## config.mk

```make
export PLATFORM = sky130hd
export DESIGN_NAME = pwr_mode_ctrl
export DESIGN_NICKNAME = d
export VERILOG_FILES = /design/src/rtl/pmc_pkg.sv /design/src/rtl/pmc_req.sv /design/src/rtl/pmc_clkdiv.sv /design/src/rtl/pmc_fsm.sv /design/src/rtl/pwr_mode_ctrl.sv
export SDC_FILE = /design/constraint.sdc
export NUM_CORES = 1
export LEC_CHECK = 0
export BUFFER_PORTS_ARGS = -buffer_cell sky130_fd_sc_hd__buf_2
export CORE_MARGIN = 8
export CORE_UTILIZATION = 53
export DETAILED_ROUTE_END_ITERATION = 6
export PLACE_DENSITY_LB_ADDON = 0.12
export SLEW_MARGIN = 20
export SYNTH_ARGS = -nofsm -noshare
export SYNTH_HDL_FRONTEND = slang
export SYNTH_HIERARCHICAL = 1
export SYNTH_SLANG_ARGS = --single-unit
```

## constraint.sdc

```tcl
create_clock -name clk -period 3 [get_ports clk]
set_input_delay 0.15 -clock clk [delete_from_list [all_inputs] [get_ports clk]]
set_output_delay 0.15 -clock clk [all_outputs]
set_load 0.01 [all_outputs]
```

## src/rtl/pmc_pkg.sv

```systemverilog
package pmc_pkg;
  typedef enum logic [1:0] {
    ST_RUN  = 2'd0,
    ST_IDLE = 2'd1,
    ST_PDN  = 2'd2,
    ST_WARM = 2'd3
  } pm_state_t;
endpackage

```

## src/rtl/pmc_req.sv

```systemverilog
module pmc_req (
  input  logic clk,
  input  logic rst_n,
  input  logic in_run,
  input  logic eoi,
  input  logic req_idle,
  input  logic req_pdn,
  input  logic slow_en,
  output logic go_idle,
  output logic go_pdn,
  output logic slow_req
);
  logic arm_cur, arm_cur_n;
  logic armed, armed_n;
  logic idle_cur, idle_cur_n;
  logic slow_n;
  logic pdn_now, idle_now;

  assign pdn_now  = arm_cur | req_pdn;
  assign idle_now = idle_cur | req_idle;
  assign go_pdn   = in_run & eoi & pdn_now & armed;
  assign go_idle  = in_run & eoi & idle_now & ~go_pdn;

  always_comb begin
    arm_cur_n  = arm_cur;
    armed_n    = armed;
    idle_cur_n = idle_cur;
    slow_n     = slow_req;
    if (!in_run) begin
      arm_cur_n  = 1'b0;
      armed_n    = 1'b0;
      idle_cur_n = 1'b0;
    end else if (eoi) begin
      armed_n    = pdn_now & ~go_pdn;
      arm_cur_n  = 1'b0;
      idle_cur_n = 1'b0;
      slow_n     = slow_en;
    end else begin
      arm_cur_n  = pdn_now;
      idle_cur_n = idle_now;
    end
  end

  always_ff @(posedge clk or negedge rst_n) begin
    if (!rst_n) begin
      arm_cur  <= 1'b0;
      armed    <= 1'b0;
      idle_cur <= 1'b0;
      slow_req <= 1'b0;
    end else begin
      arm_cur  <= arm_cur_n;
      armed    <= armed_n;
      idle_cur <= idle_cur_n;
      slow_req <= slow_n;
    end
  end
endmodule

```

## src/rtl/pmc_clkdiv.sv

```systemverilog
module pmc_clkdiv #(
  parameter int DIV_LOG2 = 5
) (
  input  logic clk,
  input  logic rst_n,
  input  logic slow_req,
  output logic tick,
  output logic div_act
);
  localparam logic [DIV_LOG2-1:0] LAST = {DIV_LOG2{1'b1}};

  logic [DIV_LOG2-1:0] cnt, cnt_n;
  logic act_n;

  assign tick = (cnt == LAST);

  always_comb begin
    cnt_n = cnt + 1'b1;
    act_n = tick ? slow_req : div_act;
  end

  always_ff @(posedge clk or negedge rst_n) begin
    if (!rst_n) begin
      cnt     <= '0;
      div_act <= 1'b0;
    end else begin
      cnt     <= cnt_n;
      div_act <= act_n;
    end
  end
endmodule

```

## src/rtl/pmc_fsm.sv

```systemverilog
module pmc_fsm
  import pmc_pkg::*;
#(
  parameter int WARM_W = 16,
  parameter int ALT_W  = 8
) (
  input  logic              clk,
  input  logic              rst_n,
  input  logic              go_idle,
  input  logic              go_pdn,
  input  logic              irq,
  input  logic              wake_pin,
  input  logic              pll_locked,
  input  logic [WARM_W-1:0] warm_cnt,
  input  logic              tick,
  input  logic              div_act,
  input  logic [ALT_W-1:0]  alt_out,
  input  logic              ale_cpu,
  input  logic              ale_en,
  output pm_state_t         st,
  output logic              cpu_clk_en,
  output logic              per_clk_en,
  output logic              osc_en,
  output logic              pll_en,
  output logic              alt_hold,
  output logic [ALT_W-1:0]  alt_pin,
  output logic              ale_out,
  output logic              ale_oe
);
  pm_state_t         st_n;
  logic [WARM_W-1:0] wc, wc_n;
  logic [ALT_W-1:0]  alt_q, alt_q_n;
  logic              pulse, in_run, in_idle;

  always_comb begin
    st_n = st;
    wc_n = wc;
    unique case (st)
      ST_RUN: begin
        if (go_pdn)       st_n = ST_PDN;
        else if (go_idle) st_n = ST_IDLE;
      end
      ST_IDLE: if (irq) st_n = ST_RUN;
      ST_PDN: begin
        wc_n = '0;
        if (wake_pin) st_n = ST_WARM;
      end
      ST_WARM: begin
        if (wc >= warm_cnt) begin
          if (pll_locked) st_n = ST_RUN;
        end else begin
          wc_n = wc + 1'b1;
        end
      end
      default: st_n = ST_RUN;
    endcase
    alt_q_n = go_pdn ? alt_out : alt_q;
  end

  always_ff @(posedge clk or negedge rst_n) begin
    if (!rst_n) begin
      st    <= ST_RUN;
      wc    <= '0;
      alt_q <= '0;
    end else begin
      st    <= st_n;
      wc    <= wc_n;
      alt_q <= alt_q_n;
    end
  end

  assign in_run     = (st == ST_RUN);
  assign in_idle    = (st == ST_IDLE);
  assign pulse      = div_act ? tick : 1'b1;
  assign cpu_clk_en = in_run & pulse;
  assign per_clk_en = (in_run | in_idle) & pulse;
  assign osc_en     = (st != ST_PDN);
  assign pll_en     = (st != ST_PDN);
  assign alt_hold   = (st == ST_PDN) | (st == ST_WARM);
  assign alt_pin    = alt_hold ? alt_q : alt_out;
  assign ale_out    = alt_hold ? 1'b0 : ale_cpu;
  assign ale_oe     = ale_en;
endmodule

```

## src/rtl/pwr_mode_ctrl.sv

```systemverilog
module pwr_mode_ctrl
  import pmc_pkg::*;
#(
  parameter int DIV_LOG2 = 5,
  parameter int WARM_W   = 16,
  parameter int ALT_W    = 8
) (
  input  logic              clk,
  input  logic              rst_n,
  input  logic              pll_locked,
  input  logic              eoi,
  input  logic              req_idle,
  input  logic              req_pdn,
  input  logic              slow_en,
  input  logic              irq,
  input  logic              wake_pin,
  input  logic [WARM_W-1:0] warm_cnt,
  input  logic [ALT_W-1:0]  alt_out,
  input  logic              ale_cpu,
  input  logic              ale_en,
  output logic              cpu_clk_en,
  output logic              per_clk_en,
  output logic              div_sel,
  output logic              osc_en,
  output logic              pll_en,
  output logic              alt_hold,
  output logic [ALT_W-1:0]  alt_pin,
  output logic              ale_out,
  output logic              ale_oe
);
  logic [1:0] rst_sync;
  logic       rst_s;
  logic       go_idle, go_pdn, slow_req, div_tick;
  pm_state_t  st;

  always_ff @(posedge clk or negedge rst_n) begin
    if (!rst_n) rst_sync <= 2'b00;
    else        rst_sync <= {rst_sync[0], 1'b1};
  end
  assign rst_s = rst_sync[1];

  pmc_req u_req (
    .clk(clk), .rst_n(rst_s), .in_run(st == ST_RUN), .eoi(eoi),
    .req_idle(req_idle), .req_pdn(req_pdn), .slow_en(slow_en),
    .go_idle(go_idle), .go_pdn(go_pdn), .slow_req(slow_req)
  );

  pmc_clkdiv #(.DIV_LOG2(DIV_LOG2)) u_div (
    .clk(clk), .rst_n(rst_s), .slow_req(slow_req),
    .tick(div_tick), .div_act(div_sel)
  );

  pmc_fsm #(.WARM_W(WARM_W), .ALT_W(ALT_W)) u_fsm (
    .clk(clk), .rst_n(rst_s), .go_idle(go_idle), .go_pdn(go_pdn),
    .irq(irq), .wake_pin(wake_pin), .pll_locked(pll_locked),
    .warm_cnt(warm_cnt), .tick(div_tick), .div_act(div_sel),
    .alt_out(alt_out), .ale_cpu(ale_cpu), .ale_en(ale_en), .st(st),
    .cpu_clk_en(cpu_clk_en), .per_clk_en(per_clk_en), .osc_en(osc_en),
    .pll_en(pll_en), .alt_hold(alt_hold), .alt_pin(alt_pin),
    .ale_out(ale_out), .ale_oe(ale_oe)
  );
endmodule

```

==> flow_summary.toml <==
[sta]
hold_viol_final = 0
timing.hold.ws_ns = 0.0813
fin_crit_sh = 0.814
slew_violations = 0
fmax_ghz = 0.410
tightestPinTransition_ns = 0.719
layout_min_cycle_time_ns = 2.44
rsz0062_at_grt = "no"
slew_headroom = 0.517
fin_skew_ns = 0.00635
finalSetupTns_ns = 0
finalSetupViolCount = 0

[worst_setup_path]
max_stage_delay_ns = 0.47
cp.buffers_inverters = 0
ff2ff_setup_slack_ns = 0.56
setup.worst_path.class = "register to register"
endpoint_kind = "register"
crit_fanout = 17
path_cells = "ha_1 > and4_1 > nand2_1 > a2111oi_2 > o21a_4 > nor2_2 > a221o_1"
critical_path.startpoint_type = "register"
r2r_cells = 7
cp_data_required_time_ns = 3.18
r2r_end = "u_fsm/wc[2]$_DFFE_PN0P_"
worstReg2RegStart = "u_fsm/wc[8]$_DFFE_PN0P_"
arrival_ns = 2.62
cp_top_family = "compound AO/OA/AOI/OAI gates"
cp_slowest_cell = "dfrtp_1"

[route]
ant_nets = 0
drt_iter0_drc = 141
remaining_drc_errors = 0
post_drt_wl_per_cell_um = 15.1
via_per_inst = 5.53
vias = 1881
drt_pass1_iterations = 4
wl_mm = 5.14

[placed_design]
port_buffers = 48
placed_area_um2 = 2670
post-place-cells = 332
dp_hpwl_mm = 3.92
gp_congestion = 0.788

[floorplan]
dieArea_um2 = 6880
fp-row-count = 24
ios = 51
start_util = 0.550
die_w_um = 83.0
die_y_um = 83.0
core_um2 = 4320

[logic_synthesis]
synthMuxAreaShare = 0.123
synth_cell_type_count = 49
synth_edf_count = 0
yosys.area_share.simple = 0.195
synthAdderAreaFrac = 0.105
synthXorXnorAreaFrac = 0.00737
syn_area_um2 = 2380
ys_warn_count = 6
async_reset_ff_frac = 1.00
synth_cells = 237
post_synth.cell_area_avg_um2 = 10.0
seq_area_frac_synth = 0.400
synthFlopType = "dfrtp_1"
ys_ff_latch = 38
synth_top_family_by_area = "simple AND/OR/NAND/NOR gates"
syn_nets = 292
synth_compound_area_frac = 0.115

[final_layout]
drive_gt1_frac = 0.323
area_growth_pct = 17.4
fillCellCount = 384
final_nets = 343
final_area_um2 = 2790
final_cells = 340
antennaDiodeCount = 0

[power_and_ir_drop]
p_comb_frac = 0.385
p_sw_frac = 0.344
power_density_nw_per_um2 = 649
p_int_mw = 1.19
seq_power_share = 0.369
power.switching_mw = 0.623
irDropWorstVdd_mv = 0.457
clockPowerShare = 0.246
p_leak_nw = 1.38

[cts]
cts_resized = 0
h-tree-depth = 2
worstSkewPairLatency_ns = 0.29
cts_max_path_buffers = 2
clock_sinks = 38
cts_setup_buffers = 0
clockRootBuffer = "clkbuf_8"
cts-buffers-inserted = 5
clk_pin_slew_worst_paths_ns = 0.07
cts_tree = "yes"

[flow_run]
drv_cap = 0

[worst_hold_path]
hold_path_class = "input port to register"
hold_start = "slow_en"
min_path_cells = 2
holdPathEnd = "u_req/slow_req$_DFFE_PN0N_"

[global_routing]
grt_antenna_before_repair = 0
overflow = 0
grt_start_max_net_pins = 28
grt_util_all_layers = 0.154
grt_pass1_wl_mm = 8.99
grt_pass1_vias = 1957

[outcome]
outcome = "complete, no violations"
==> Yosys cell counts (all sizes together), types with 6 or more instances <==
cell type | count | area share
a221o | 6 | 0.025
ha | 20 | 0.11
nand2 | 19 | 0.031
o21ai | 7 | 0.016
mux2i | 7 | 0.029
clkbuf | 6 | 0.0095
nor2 | 18 | 0.029
dfrtp | 38 | 0.40
nand3 | 11 | 0.025
a21oi | 10 | 0.023
inv | 22 | 0.035
mux2 | 19 | 0.093
==> layout by cell type (no fill, tap or decap), types with 2 or more instances in the layout <==
cell,netlist,routed
a21oi_1,9,9
a221o_1,6,6
and2_1,4,4
and4_1,2,2
buf_2,0,48
buf_4,3,4
clkbuf_8,0,6
dfrtp_1,38,37
ha_1,20,20
inv_1,22,22
mux2_2,17,17
mux2_4,2,2
mux2i_1,7,7
nand2_1,18,18
nand3_1,10,10
nand4_1,4,4
nor2_1,17,17
nor2b_1,5,5
nor3_1,3,3
nor4_1,4,4
o21ai_0,4,4
o21ai_1,2,2
o31ai_1,3,3
or2_2,3,3
or4_1,3,3
==> kinds of logic after synthesis <==
| group | count (synthesis) |
|---|---|
| AOI/OAI and AO/OA | 34 |
| xor gates and xnor gates | 2 |
| adders and majority gates | 20 |
| buffers and inverters | 31 |
| DFF | 38 |
| muxes | 26 |
| other | 1 |
| and+or+nand+nor | 85 |
==> how the worst max path moves through the flow <==
stage	cells past startpoint	slack, ns	endpoint	start
2_1_floorplan	9	0.82	u_fsm/wc[15]$_DFFE_PN0P_	u_fsm/wc[0]$_DFFE_PN0P_
3_5_place_dp	7	0.57	u_fsm/wc[14]$_DFFE_PN0P_	u_fsm/wc[11]$_DFFE_PN0P_
6_report	7	0.56	u_fsm/wc[2]$_DFFE_PN0P_	u_fsm/wc[8]$_DFFE_PN0P_
5_1_grt	6	0.39	u_fsm/wc[9]$_DFFE_PN0P_	u_fsm/wc[13]$_DFFE_PN0P_
3_3_place_gp	7	0.58	u_fsm/wc[14]$_DFFE_PN0P_	u_fsm/wc[8]$_DFFE_PN0P_
4_1_cts	7	0.56	u_fsm/wc[2]$_DFFE_PN0P_	u_fsm/wc[11]$_DFFE_PN0P_
==> power groups by stage <==
stage	combinational, mW	clock (mW)	sequential [mW]
5_1_grt	0.771	0.483	0.684
3_3_place_gp	0.692	0	0.676
4_1_cts	0.708	0.457	0.669
2_1_floorplan	0.508	0	0.666
6_report	0.697	0.445	0.669
3_5_place_dp	0.706	0	0.679
==> layer usage <==
metal	vias up	share of wire	GRT usage
met3	6	0.052	0.0537
met1	896	0.44	0.174
met2	38	0.50	0.260
met5	-	0	0
met4	0	0.0070	0.0543
li1	941	-	-
==> per-stage QoR <==
stage | util | setup slack [ns] | power, mW
3_3_place_gp | 0.617 | 0.580 | 1.37
4_1_cts | 0.645 | 0.557 | 1.83
5_1_grt | 0.646 | 0.392 | 1.94
2_1_floorplan | - | 0.819 | 1.17
6_report | 0.646 | 0.559 | 1.81
3_5_place_dp | 0.617 | 0.573 | 1.39
==> layout make-up <==
cell class | count | area [um^2] | share of cell area
clock buffer | 6 | 82.6 | 0.0296
clock inverter | 1 | 30.0 | 0.0108
timing repair buffer | 53 | 280 | 0.100
tap | 52 | 65.1 | 0.0233
inverter | 22 | 82.6 | 0.0296
sequential | 38 | 952 | 0.341
multi-input combinational | 168 | 1300 | 0.465
==> flip-flops by register name (all words and copies together), names as in the netlist <==
signal,flops
u_fsm/wc,16
u_fsm/alt_q,8
u_div/cnt,5
rst_sync,2
u_fsm/st,2
u_div/div_act,1
u_req/arm_cur,1
u_req/armed,1
u_req/idle_cur,1
u_req/slow_req,1
==> what timing repair did <==
action,4_1_cts,5_1_grt
hold buffers,1,0
setup endpoints to repair,0,0
endpoints found under the hold margin,2,0
==> worst reg2reg max path: stages (launching register included) <==
cell and delay, ns:
dfrtp_1 0.47, ha_1 0.31, and4_1 0.22, nand2_1 0.11
a2111oi_2 0.41, o21a_4 0.32, nor2_2 0.13, a221o_1 0.36
Power figures use the tool's default switching activity.
